**config.mk**
```make
export PLATFORM = sky130hd
export DESIGN_NAME = fcsr_keygen
export DESIGN_NICKNAME = d
export VERILOG_FILES = /design/src/rtl/fcsr_keygen.sv
export SDC_FILE = /design/constraint.sdc
export NUM_CORES = 1
export LEC_CHECK = 0
export ABC_AREA = 1
export CAP_MARGIN = 0
export CORE_ASPECT_RATIO = 1.25
export CORE_UTILIZATION = 45
export DETAILED_ROUTE_END_ITERATION = 6
export GPL_ROUTABILITY_DRIVEN = 0
export GPL_TIMING_DRIVEN = 0
export PLACE_DENSITY = 0.83
export SLEW_MARGIN = 20
export SYNTH_ARGS = -nofsm -noshare
export SYNTH_HDL_FRONTEND = slang
export SYNTH_SLANG_ARGS = --single-unit
export TNS_END_PERCENT = 1
```
**constraint.sdc**
```tcl
create_clock -name clk -period 5.6 [get_ports clk]
set_clock_uncertainty 0.1 [all_clocks]
set_input_delay 1.12 -clock clk [delete_from_list [all_inputs] [get_ports clk]]
set_output_delay 1.12 -clock clk [all_outputs]
set_load 0.005 [all_outputs]
```
**src/rtl/fcsr_keygen.sv**
```systemverilog
module fcsr_keygen #(
  parameter int WIDTH = 16,
  parameter logic [WIDTH-1:0] TAPS = 16'h8016,
  parameter logic [WIDTH-1:0] RESET_SEED = 16'h0001,
  localparam int NTAPS = $countones(TAPS),
  localparam int CW = $clog2(NTAPS) + 1,
  localparam int SW = CW + 1
) (
  input  logic             clk,
  input  logic             rst,
  input  logic             load,
  input  logic [WIDTH-1:0] seed,
  input  logic [CW-1:0]    carry_in,
  input  logic             en,
  output logic             ks_bit,
  output logic [WIDTH-1:0] state,
  output logic [CW-1:0]    carry,
  output logic             lockup
);

  logic [SW-1:0] tsum;

  always_comb begin
    tsum = {1'b0, carry};
    for (int i = 0; i < WIDTH; i++)
      tsum = tsum + SW'(state[i] & TAPS[i]);
  end

  always_ff @(posedge clk) begin
    if (rst) begin
      state <= RESET_SEED;
      carry <= '0;
    end else if (load) begin
      state <= seed;
      carry <= carry_in;
    end else if (en) begin
      state <= {tsum[0], state[WIDTH-1:1]};
      carry <= tsum[SW-1:1];
    end
  end

  assign ks_bit = state[0];
  assign lockup = (state == '0) && (carry == '0);

endmodule


```
# Word-level counts from Yosys, hierarchy flattened
# Cells that the tools add are included.
[totals] word_cells=14 register_bits=19
[classes] n_addsub=4 n_mux=4 reduce_logical=4
[op_table] operator="16-bit 2-to-1 mux" count=2
[op_table] operator="16-bit logical NOT" count=1
[op_table] operator="4-bit by 1-bit adder with 4-bit output" count=3
[op_table] operator="3-bit 2-to-1 mux" count=2
[op_table] operator="3-bit by 1-bit adder with 4-bit output" count=1
[op_table] operator="3-bit logical NOT" count=1
[op_table] operator="2-bit nonzero test" count=1
[op_table] operator="1-bit logical AND" count=1

# Logic depth before layout (Yosys ltp)
[depth] word_depth=6 mapped_depth=9 ltp_nobuf=9

# Worst setup path before layout
# Ideal clock, no wire load.
[synth_timing] kind="register -> register" start="register state[1]" end="register carry[0]" path_stages_with_launch=10 setup_ns=0.109 path_buffers=0 path_slack_ns=3.426 synth_period_minus_slack_ns=2.174 required_ns=5.391 t_arrival_ns=1.965 cell_sequence="dfxtp_1 fa_1 inv_1 fa_1 inv_1 fa_1 nand3_1 nand3_1 nand2_1 inv_1"
[synth_between] elab_chain_len=6
[synth_rtl] item="start: declaration" line_no="16" rtl="output logic [WIDTH-1:0] state,"
[synth_rtl] item="start signal: assignment" line_no="37" rtl="state <= {tsum[0], state[WIDTH-1:1]};"
[synth_rtl] item="3-bit by 1-bit adder with 4-bit output" line_no="26" rtl="tsum = tsum + SW'(state[i] & TAPS[i]);"
[synth_rtl] item="4-bit by 1-bit adder with 4-bit output (3 in a row)" line_no="26"
[synth_rtl] item="3-bit 2-to-1 mux" line_no="36" rtl="end else if (en) begin"
[synth_rtl] item="3-bit 2-to-1 mux" line_no="33" rtl="end else if (load) begin"
[synth_rtl] item="end signal: assignment" line_no="35" rtl="carry <= carry_in;"
[synth_rtl] item="end signal: assignment" line_no="38" rtl="carry <= tsum[SW-1:1];"
[synth_rtl] item="end: declaration" line_no="17" rtl="output logic [CW-1:0] carry,"
# Every way passes these cells. The select of a mux whose other input is x is not followed.
# A chain may end at the register's enable or synchronous reset.

# Worst setup path after layout
[layout_timing] start="register state[9]" end="output lockup"
[layout_between] elab_chain_len=2
[layout_rtl] item="16-bit logical NOT" line_no="43" rtl="assign lockup = (state == '0) && (carry == '0);"
[layout_rtl] item="1-bit logical AND" line_no="43"
[layout_rtl] item="end: declaration" line_no="18" rtl="output logic lockup"
# Every way passes these cells.

==> metrics.txt <==
outcome=completed; gr ovfl total=0; clock insertion delay at the later pin of the skew report=0.31 ns; Core Region=~0.0022 mm²; NumNets Final=239; Setup crit start kind=flip-flop; Max-cap violations=0; Distinct cells, synth=17; Rel. slew slack=69.3%; clock-pin slew on the worst setup and hold paths=0.11 ns; worst-path fanout max=4; first-pass GRT wire length=~5000 µm; ys async rst share=0%; WP data required=4.38 ns; CTS resizes=0; Final setup viols=0; initial antenna violation count=0; gr usage total=25.9%; Critical Path Most Common Cell=nor2_1; crit path DAT=1.77 ns; Post-synth EDFFs=0; area grow syn2layout=45.9%; Syn Nets=191; Avg Vias per Cell=between 5 and 6; post-synth top area share=35.2%; largest family of logic cells by synthesized area=simple AND/OR/NAND/NOR gates; top cells by count, synth=nand2_1, inv_1, dfxtp_1; peak supply drop=131 µV; WL final=2970 µm; max-slew violation count=0; clock period minus worst slack=between 2 and 3 ns; Avg WL per Cell=12.3 µm; Worst Tran Pin Value=0.461 ns; number of buffers created by CTS=3; min-delay worst type=flip-flop to flip-flop; Post-Synth XOR/XNOR Area=0%; # diodes=0; worst path bufs/invs=1; post-detailed-route count of antenna-violating nets=0; Buffers on Ports=between 40 and 50; leakage power=between 0.7 and 0.8 nW; crit path kind=flip-flop to primary output; Synth area leader=dfxtp_1; Die ar.=0.00260 mm²; layout cell share with drive strength beyond 1=between 7 and 8%; DR DRC count=0; flops & latches, synth=19; slowest stage cell, crit path=clkdlybuf4s50_1; count leader, synth=nand2_1; Cell Area, Synth=between 0.001 and 0.0015 mm²; Fin. Hold Viols=0; CP endpoint kind=primary output; via count of the routed design=between 1000 and 1500; Iteration-0 DRC Markers=34; htree depth=1; clock sinks=19; row count=19; max incr delay on CP=0.51 ns; height of the die=56.8 µm; Tcrit/Tclk final=53.4%; maximum clock path buffer count=2; Hold-fix buffers, CTS=0; largest net degree at the start of global routing=12; post-synthesis simple-gate area fraction=35.3%; root buffer cell=clkbuf_4; IO Pins=44; first drt pass iteration count=4; placed cell area=0.00155 mm²; syn_area_per_cell=6.59 µm²; Post-CTS Setup Inserts=0; Detailed Place HPWL=~2300 µm; top_reg_cell synth=dfxtp_1; register area share after synthesis=a little over a third; Initial Utilization=between 40 and 50%; Setup Total Neg Slack=0 ns; complex-gate fraction of the synthesized area=9.26%; CP delay by family, top=simple AND/OR/NAND/NOR gates; YS warnings=0; top post-synthesis cells by area=dfxtp_1, nand2_1, nand3_1; CTS tree=built; Synth Instances=164; vias in the first global route=1206; FMAX=between 0.3 and 0.4 GHz; Pwr per Cell Area=between 150 and 200 mW/mm²; post-synthesis adder-cell area fraction=6.71%; mux cell area share after synthesis=0%; cell area after layout=0.00158 mm²; Die Wd=45.8 µm; worst path cell trace=or2_2, nor2_1, nand2_1, nor2_1, clkdlybuf4s50_1; RSZ-0062 raised after global routing=false
[layout by cell type, fill, tap and decap left out, types with 3 or more instances in the layout]
| master | n |
|---|---|
| nor2_1 | 11 |
| buf_4 | 3 |
| clkdlybuf4s50_1 | 43 |
| inv_1 | 23 |
| nand3_1 | 18 |
| dfxtp_1 | 19 |
| nand2_1 | 56 |
| a21oi_1 | 17 |
| o21ai_1 | 3 |
| fa_1 | 3 |
| clkbuf_4 | 3 |
[power by group]
part	switching (mW)	total, mW	leakage, nW	internal (mW)
Clock	0.0459	0.0726	0.0177	0.0267
Combinational	0.0387	0.0880	0.584	0.0493
Sequential	0.0107	0.155	0.157	0.144
[stage by stage]
stage / setup slack (ns) / hold WS [ns] / cells / utilization [%] / power, mW
6_report: 2.61 / 0.407 / 242 / 70.6 / 0.315
5_1_grt: 2.49 / 0.435 / 242 / 70.6 / 0.335
4_1_cts: 2.61 / 0.405 / 242 / 70.6 / 0.318
3_5_place_dp: 2.97 / 0.388 / 238 / 69.4 / 0.245
3_3_place_gp: 2.99 / 0.385 / 238 / 69.4 / 0.241
2_1_floorplan: 3.43 / 0.380 / 164 / - / 0.198
[registers in the layout, summed over array words and instances, names as in the netlist]
| signal | flops |
|---|---|
| state | 16 |
| carry | 3 |
[worst reg2reg max path, cell delays in order (launching register included)]
cell	delay (ns)
dfxtp_1	0.38
fa_1	0.54
inv_1	0.05
fa_1	0.36
inv_1	0.10
fa_1	0.42
nand3_1	0.09
nand3_1	0.08
nand2_1	0.06
inv_1	0.04
[layer usage]
metal  track usage [%]  part of all wire, %
met5                 0                    0
met4              12.6                  1.1
met3              3.54                  5.4
met2              46.5                   55
met1              27.9                   39
[final timing paths]
| check | start | end | slack, ns | depth (start not counted) |
|---|---|---|---|---|
| min | state[7] | state[6] | 0.41 | 2 |
| max | state[9] | lockup | 2.61 | 5 |
| min reg2reg | state[7] | state[6] | 0.41 | 2 |
| max reg2reg | state[1] | carry[0] | 3.30 | 9 |
[final cells by class]
cell class	instances	area, µm²
plain buffers	7	53.8
multi-input cells	114	554
inverters	24	92.6
clock buffers	3	22.5
clock inverters	1	5.00
repair buffers	43	430
fillers	217	657
flip-flops and latches	19	380
well taps	31	38.8
[cell families (layout without fill, tap and decap cells)]
group | Yosys count | after routing
DFF | 19 | 19
buffers and inverters | 31 | 78
adders and majority gates | 4 | 4
and+or+nand+nor | 90 | 90
AOI/OAI and AO/OA | 20 | 20
No activity file was read; power rests on OpenSTA's default activity.
